$ cat config.mk
export PLATFORM = sky130hd
export DESIGN_NAME = tfc_cell
export DESIGN_NICKNAME = d
export VERILOG_FILES = /design/src/rtl/tfc_pkg.sv /design/src/rtl/tfc_store.sv /design/src/rtl/tfc_waker.sv /design/src/rtl/tfc_tag_ctrl.sv /design/src/rtl/tfc_cell.sv
export SDC_FILE = /design/constraint.sdc
export NUM_CORES = 1
export LEC_CHECK = 0
export CELL_PAD_IN_SITES_DETAIL_PLACEMENT = 2
export CELL_PAD_IN_SITES_GLOBAL_PLACEMENT = 2
export CORE_MARGIN = 2
export CORE_UTILIZATION = 47
export CTS_CLUSTER_DIAMETER = 200
export DETAILED_ROUTE_END_ITERATION = 6
export PLACE_DENSITY = 0.91
export SLEW_MARGIN = 20
export SYNTH_ARGS = -nofsm -noshare
export SYNTH_HDL_FRONTEND = slang
export SYNTH_HIERARCHICAL = 1
export SYNTH_SLANG_ARGS = --single-unit
$ cat constraint.sdc
create_clock -name clk -period 15.4 [get_ports clk]
set_input_delay 3.08 -clock clk [delete_from_list [all_inputs] [get_ports clk]]
set_output_delay 3.08 -clock clk [all_outputs]
set_load 0.02 [all_outputs]
$ cat src/rtl/tfc_pkg.sv
package tfc_pkg;

    typedef enum logic [2:0] {
        VW_BYPASS  = 3'd0,
        VW_CTRL    = 3'd1,
        VW_EF_SYNC = 3'd2,
        VW_EF_TRY  = 3'd3
    } view_e;

    // Bit positions of the tag word seen through the control view
    localparam int TB_DCODE = 28;
    localparam int TB_PTR   = 18;
    localparam int TB_FIFO  = 17;
    localparam int TB_TRAP  = 16;
    localparam int TB_FULL  = 1;
    localparam int TB_EMPTY = 0;

endpackage

$ cat src/rtl/tfc_store.sv
module tfc_store #(
    parameter int DW    = 64,
    parameter int DEPTH = 8,
    localparam int IW   = $clog2(DEPTH)
) (
    input  logic          clk,
    input  logic          rst_n,
    input  logic          wr_en,
    input  logic [IW-1:0] wr_idx,
    input  logic [DW-1:0] wr_data,
    input  logic [IW-1:0] rd_idx,
    output logic [DW-1:0] rd_data
);

    logic [DW-1:0] slot_q [DEPTH];

    for (genvar g = 0; g < DEPTH; g++) begin : g_slot
        always_ff @(posedge clk) begin
            if (!rst_n) begin
                slot_q[g] <= '0;
            end else if (wr_en && (wr_idx == IW'(g))) begin
                slot_q[g] <= wr_data;
            end
        end
    end

    assign rd_data = slot_q[rd_idx];

endmodule

$ cat src/rtl/tfc_waker.sv
module tfc_waker #(
    parameter int NREQ = 8,
    localparam int IDW = $clog2(NREQ)
) (
    input  logic            clk,
    input  logic            rst_n,
    input  logic            add_en,
    input  logic [IDW-1:0]  add_id,
    input  logic            fire,
    output logic            wake_pulse,
    output logic [NREQ-1:0] wake_mask
);

    logic [NREQ-1:0] blocked_q;

    always_ff @(posedge clk) begin
        if (!rst_n) begin
            blocked_q  <= '0;
            wake_pulse <= 1'b0;
            wake_mask  <= '0;
        end else begin
            wake_pulse <= 1'b0;
            wake_mask  <= '0;
            if (fire && (blocked_q != '0)) begin
                wake_pulse <= 1'b1;
                wake_mask  <= blocked_q;
                blocked_q  <= '0;
            end else if (add_en) begin
                blocked_q <= blocked_q | (NREQ'(1) << add_id);
            end
        end
    end

endmodule

$ cat src/rtl/tfc_tag_ctrl.sv
module tfc_tag_ctrl
    import tfc_pkg::*;
#(
    parameter int DW    = 64,
    parameter int DEPTH = 8,
    localparam int IW   = $clog2(DEPTH),
    localparam int PW   = $clog2(DEPTH) + 1
) (
    input  logic          clk,
    input  logic          rst_n,
    input  logic          req_valid,
    input  logic          req_write,
    input  logic [2:0]    req_view,
    input  logic [DW-1:0] req_wdata,
    input  logic [DW-1:0] head_data,
    output logic [IW-1:0] head_idx,
    output logic          st_wr_en,
    output logic [IW-1:0] st_wr_idx,
    output logic [DW-1:0] rdata,
    output logic          stall,
    output logic          fire,
    output logic          add_en,
    output logic [PW-1:0] fill_cnt
);

    localparam logic [3:0] DCODE = 4'($clog2(DEPTH));

    logic          e_q, f_q, t_q, e_d, f_d, t_d;
    logic [PW-1:0] ptr_q, ptr_d;
    logic [IW-1:0] rdi_q, rdi_d;
    logic [DW-1:0] tag_word;
    logic          is_sync;
    view_e         view;

    assign view     = view_e'(req_view);
    assign is_sync  = (view == VW_EF_SYNC);
    assign head_idx = rdi_q;
    assign fill_cnt = ptr_q;

    always_comb begin
        tag_word                 = '0;
        tag_word[TB_DCODE +: 4]  = DCODE;
        tag_word[TB_PTR +: PW]   = ptr_q;
        tag_word[TB_FIFO]        = 1'b1;
        tag_word[TB_TRAP]        = t_q;
        tag_word[TB_FULL]        = f_q;
        tag_word[TB_EMPTY]       = e_q;
    end

    // Operation decoder
    always_comb begin
        e_d       = e_q;
        f_d       = f_q;
        t_d       = t_q;
        ptr_d     = ptr_q;
        rdi_d     = rdi_q;
        st_wr_en  = 1'b0;
        st_wr_idx = rdi_q + ptr_q[IW-1:0];
        stall     = 1'b0;
        fire      = 1'b0;
        add_en    = 1'b0;
        rdata     = '0;
        if (req_valid) begin
            unique case (view)
                VW_BYPASS: begin
                    if (req_write) begin
                        if (ptr_q != '0) begin
                            st_wr_en  = 1'b1;
                            st_wr_idx = rdi_q + ptr_q[IW-1:0] - IW'(1);
                        end
                    end else begin
                        rdata = head_data;
                    end
                end
                VW_CTRL: begin
                    if (req_write) begin
                        t_d = req_wdata[TB_TRAP];
                        f_d = req_wdata[TB_FULL];
                        e_d = req_wdata[TB_EMPTY];
                        if (req_wdata[TB_EMPTY]) ptr_d = '0;
                    end else begin
                        rdata = tag_word;
                    end
                end
                VW_EF_SYNC, VW_EF_TRY: begin
                    if (!req_write) begin
                        f_d = 1'b0;
                        if (is_sync && e_q) begin
                            stall  = 1'b1;
                            add_en = 1'b1;
                        end else begin
                            fire = 1'b1;
                            if (ptr_q != '0) begin
                                rdata = head_data;
                                rdi_d = rdi_q + IW'(1);
                                ptr_d = ptr_q - PW'(1);
                            end
                            if (ptr_d == '0) e_d = 1'b1;
                        end
                    end else begin
                        e_d = 1'b0;
                        if (is_sync && f_q) begin
                            stall  = 1'b1;
                            add_en = 1'b1;
                        end else begin
                            fire = 1'b1;
                            if (ptr_q < PW'(DEPTH)) begin
                                st_wr_en = 1'b1;
                                ptr_d    = ptr_q + PW'(1);
                            end
                            if (ptr_d == PW'(DEPTH)) f_d = 1'b1;
                        end
                    end
                end
                default: ;
            endcase
        end
    end

    // Tag state register
    always_ff @(posedge clk) begin
        if (!rst_n) begin
            e_q   <= 1'b1;
            f_q   <= 1'b0;
            t_q   <= 1'b0;
            ptr_q <= '0;
            rdi_q <= '0;
        end else begin
            e_q   <= e_d;
            f_q   <= f_d;
            t_q   <= t_d;
            ptr_q <= ptr_d;
            rdi_q <= rdi_d;
        end
    end

endmodule

$ cat src/rtl/tfc_cell.sv
module tfc_cell #(
    parameter int DW    = 64,
    parameter int DEPTH = 8,
    parameter int NREQ  = 8,
    localparam int IDW  = $clog2(NREQ),
    localparam int IW   = $clog2(DEPTH),
    localparam int PW   = $clog2(DEPTH) + 1
) (
    input  logic            clk,
    input  logic            rst_n,
    input  logic            req_valid,
    input  logic            req_write,
    input  logic [2:0]      req_view,
    input  logic [IDW-1:0]  req_id,
    input  logic [DW-1:0]   req_wdata,
    output logic            rsp_valid,
    output logic            rsp_stall,
    output logic [DW-1:0]   rsp_rdata,
    output logic            wake_pulse,
    output logic [NREQ-1:0] wake_mask
);

    logic [IW-1:0] head_idx, st_wr_idx;
    logic [DW-1:0] head_data, op_rdata;
    logic          st_wr_en, op_stall, op_fire, op_add;
    logic [PW-1:0] fill_cnt;

    tfc_store #(.DW(DW), .DEPTH(DEPTH)) u_store (
        .clk     (clk),
        .rst_n   (rst_n),
        .wr_en   (st_wr_en),
        .wr_idx  (st_wr_idx),
        .wr_data (req_wdata),
        .rd_idx  (head_idx),
        .rd_data (head_data)
    );

    tfc_tag_ctrl #(.DW(DW), .DEPTH(DEPTH)) u_ctrl (
        .clk       (clk),
        .rst_n     (rst_n),
        .req_valid (req_valid),
        .req_write (req_write),
        .req_view  (req_view),
        .req_wdata (req_wdata),
        .head_data (head_data),
        .head_idx  (head_idx),
        .st_wr_en  (st_wr_en),
        .st_wr_idx (st_wr_idx),
        .rdata     (op_rdata),
        .stall     (op_stall),
        .fire      (op_fire),
        .add_en    (op_add),
        .fill_cnt  (fill_cnt)
    );

    tfc_waker #(.NREQ(NREQ)) u_waker (
        .clk        (clk),
        .rst_n      (rst_n),
        .add_en     (op_add),
        .add_id     (req_id),
        .fire       (op_fire),
        .wake_pulse (wake_pulse),
        .wake_mask  (wake_mask)
    );

    // Response register
    always_ff @(posedge clk) begin
        if (!rst_n) begin
            rsp_valid <= 1'b0;
            rsp_stall <= 1'b0;
            rsp_rdata <= '0;
        end else begin
            rsp_valid <= req_valid;
            rsp_stall <= req_valid && op_stall;
            rsp_rdata <= req_valid ? op_rdata : '0;
        end
    end

endmodule

==> results by group <==
Flow run
  • Max Cap Violations: 0

Yosys
  • Main area contributors after synthesis: edfxtp_1 (58%), mux4_2 (11%), nor3_1 (9.8%)
  • Synth top area share: about three fifths
  • Seq/Total Area, Yosys: 65.3%
  • Most common cell in the netlist: nor3_1
  • Asr flop ratio synth: 0%
  • EDFF count, synth: 512
  • Netlist cell types: 58
  • Ys flop type: edfxtp_1
  • Mapped Area: roughly 26000 µm²
  • Yosys reg bits: 605
  • Most instantiated cells after synthesis: nor3_1 (517), edfxtp_1 (512), mux4_2 (128)
  • Syn_area_per_cell: 14.4 µm²
  • Area leader, netlist: edfxtp_1
  • Syn_nets: ~1900
  • Synth warn: 6
  • Mapped Cells: roughly 1800

Drt
  • First-pass iteration count of the detailed router: 5
  • DRC viols: 0
  • DRT antenna net count: 0
  • Total routed wirelength: 106000 µm
  • DR vias: 18800
  • Via-to-Cell Ratio: 6.93
  • Mean routed wirelength per cell: between 30 and 40 µm
  • Initial DRC count: between 2000 and 3000

Floorplanning
  • IO Pins: 149
  • Chip width: 241 µm
  • Starting Density: 47.7%
  • Die footprint: 58000 µm²
  • Die span in y: around 240 µm
  • Core ar.: 55300 µm²
  • Num rows: 86

Status
  • Status: finished, final reports clean

Timing
  • Final hold violations: 0
  • Max Fclk: 119 MHz
  • Minimum clock period: 8.43 ns
  • Final setup violation count: 0
  • Setup tns final: 0 ns
  • PnR worst setup slack: 6.97 ns
  • RSZ-0062 raised after global routing: no
  • Final setup skew: ~0.020 ns
  • Period utilisation layout: 54.8%
  • Worst slew margin: 20.3%
  • Worst Tran Pin Value: roughly 1.2 ns
  • Max Transition Viols Final: 0

Clock tree
  • CTS resizes: 0
  • Clock root cell: clkbuf_16
  • Clock-pin transition on the worst setup and hold timing paths: 0.06 ns
  • Hold-fix buffers, CTS: 0
  • Total CTS buffers: 68
  • Max clock buf depth: 3
  • CTS tree: yes
  • CTS Sinks: 605
  • H-Tree Depth: 3
  • Postcts setup bufs: 0
  • Clock latency on the worst-skew pair: slightly above 0.6 ns

Critical path
  • Crit path max fanout: 68
  • Arr. time, crit path: approximately 8.7 ns
  • CP Capture Type: flip-flop
  • WS Path Type: in2reg
  • Worst Path Required: 15.64 ns
  • Crit path launch type: input pin

Power
  • Worst VDD drop: 0.0000918 V
  • Leakage: slightly above 10 nW
  • PwrDens: 122 nW/µm²

GRT
  • Global route overflow: 0
  • Vias in the first global route: roughly 19000
  • First-pass GRT wire length: approximately 150000 µm
  • Initial antenna violation count: 3
  • GRT Util Overall: a little over a third
  • Maximum number of pins on one net before global-route repair: 107

Place
  • GP Congestion: 0.737
  • Quantity of I/O buffers inserted on ports: roughly 150
  • Hpwl dp: roughly 53000 µm
  • Worst slack, placed: between 6 and 7 ns

Final layout
  • Finished Core Util: 55.5%
  • Fill cells: about 4900
  • Synth-to-Final Area Change: 16.4%
  • Layout cells sized above 1: between 15 and 20%
  • Layout Nets: 1990

Hold path
  • Hold crit path type: reg2reg
-- worst max-delay path, stage by stage --
cell and delay, ns:
clkdlybuf4s50_1 1.15, nand2_1 0.25, nor2_1 0.49, mux2i_1 0.68, nand2b_4 0.61, buf_4 0.58
o21ai_4 0.79, buf_16 0.24, buf_4 0.56
-- state kept, by name, indices dropped and copies added (netlist names) --
| signal | count |
|---|---|
| u_ctrl/f_q | 1 |
| u_ctrl/head_idx | 3 |
| u_waker/blocked_q | 8 |
| rsp_stall | 1 |
| rsp_valid | 1 |
| u_store/slot_q | 512 |
| u_waker/wake_mask | 8 |
| u_ctrl/t_q | 1 |
| u_ctrl/e_q | 1 |
| u_ctrl/fill_cnt | 4 |
| rsp_rdata | 64 |
| u_waker/wake_pulse | 1 |
-- layout by cell type, fill, tap and decap left out, types with 5 or more instances in the layout --
| cell type | netlist | final |
|---|---|---|
| dfxtp_1 | 93 | 90 |
| edfxtp_1 | 512 | 512 |
| nor2_1 | 14 | 14 |
| ha_1 | 5 | 5 |
| clkinv_1 | 64 | 68 |
| nand2_1 | 13 | 12 |
| a21oi_1 | 6 | 6 |
| mux4_2 | 128 | 128 |
| nor3_1 | 517 | 517 |
| inv_1 | 10 | 10 |
| clkbuf_8 | 0 | 9 |
| clkbuf_16 | 0 | 72 |
| clkdlybuf4s50_1 | 0 | 146 |
| mux2i_1 | 6 | 6 |
| and2_1 | 56 | 56 |
| clkbuf_1 | 115 | 14 |
| buf_16 | 0 | 6 |
| clkinv_2 | 0 | 14 |
| buf_4 | 8 | 26 |
| mux2_2 | 64 | 64 |
| o21ai_0 | 24 | 16 |
| o21ai_4 | 0 | 8 |
| and3_1 | 73 | 73 |
| a22o_1 | 7 | 7 |
| nor2b_1 | 5 | 5 |
| xnor2_1 | 5 | 5 |
-- stage by stage --
stage                     power (W)  hold slack, ns  area [µm²]  std cells
final                       0.00375           0.533       30700       2712
after global routing        0.00381           0.560       30700       2710
after CTS                   0.00372           0.532       30600       2706
after detailed placement    0.00205           0.526       28400       2584
after global placement      0.00202           0.512       28300       2581
after floorplan             0.00196           0.457       26400       1837
-- where the power goes --
| part | internal (W) | leakage, nW | switching [W] | total [W] |
|---|---|---|---|---|
| Combinational | 0.0000561 | 3.08 | 0.000130 | 0.000186 |
| Sequential | 0.00182 | 6.05 | 0.0000303 | 0.00185 |
| Clock | 0.000971 | 1.11 | 0.000739 | 0.00171 |
-- metal layers --
layer	GRT usage (%)	wire length, µm	up-vias
li1	-	-	7207
met1	45.6	39200	9844
met2	59.4	53100	1419
met3	5.65	8540	309
met4	15.7	5470	4
met5	0.842	21	-
-- layout make-up --
class,count,area [µm²],area share [%]
Sequential cell,605,17200,56.2
Clock buffer,97,1990,6.49
Tap cell,748,936,3.05
Antenna cell,2,5.00,0.0163
Multi-Input combinational cell,979,8140,26.5
Timing Repair Buffer,182,1870,6.09
Inverter,74,278,0.905
Clock inverter,25,229,0.746
-- cell families after synthesis --
family	synth area share, %
simple gates	14.4
flops	65.3
buf+inv	4.30
mux	13.9
compound gates	1.55
xor+xnor	0.199
fa+ha+maj	0.313
-- worst paths after layout --
path,from,to,slack [ns],cells after the start
worst max-delay path,req_write,u_store/slot_q[2][27],6.97,9
worst min-delay path,u_waker/blocked_q[2],u_waker/wake_mask[2],0.53,1
worst max register to register,u_ctrl/fill_cnt[1],u_store/slot_q[2][27],9.01,11
worst min register to register,u_waker/blocked_q[2],u_waker/wake_mask[2],0.53,1
(Power assumes the default switching activity.)
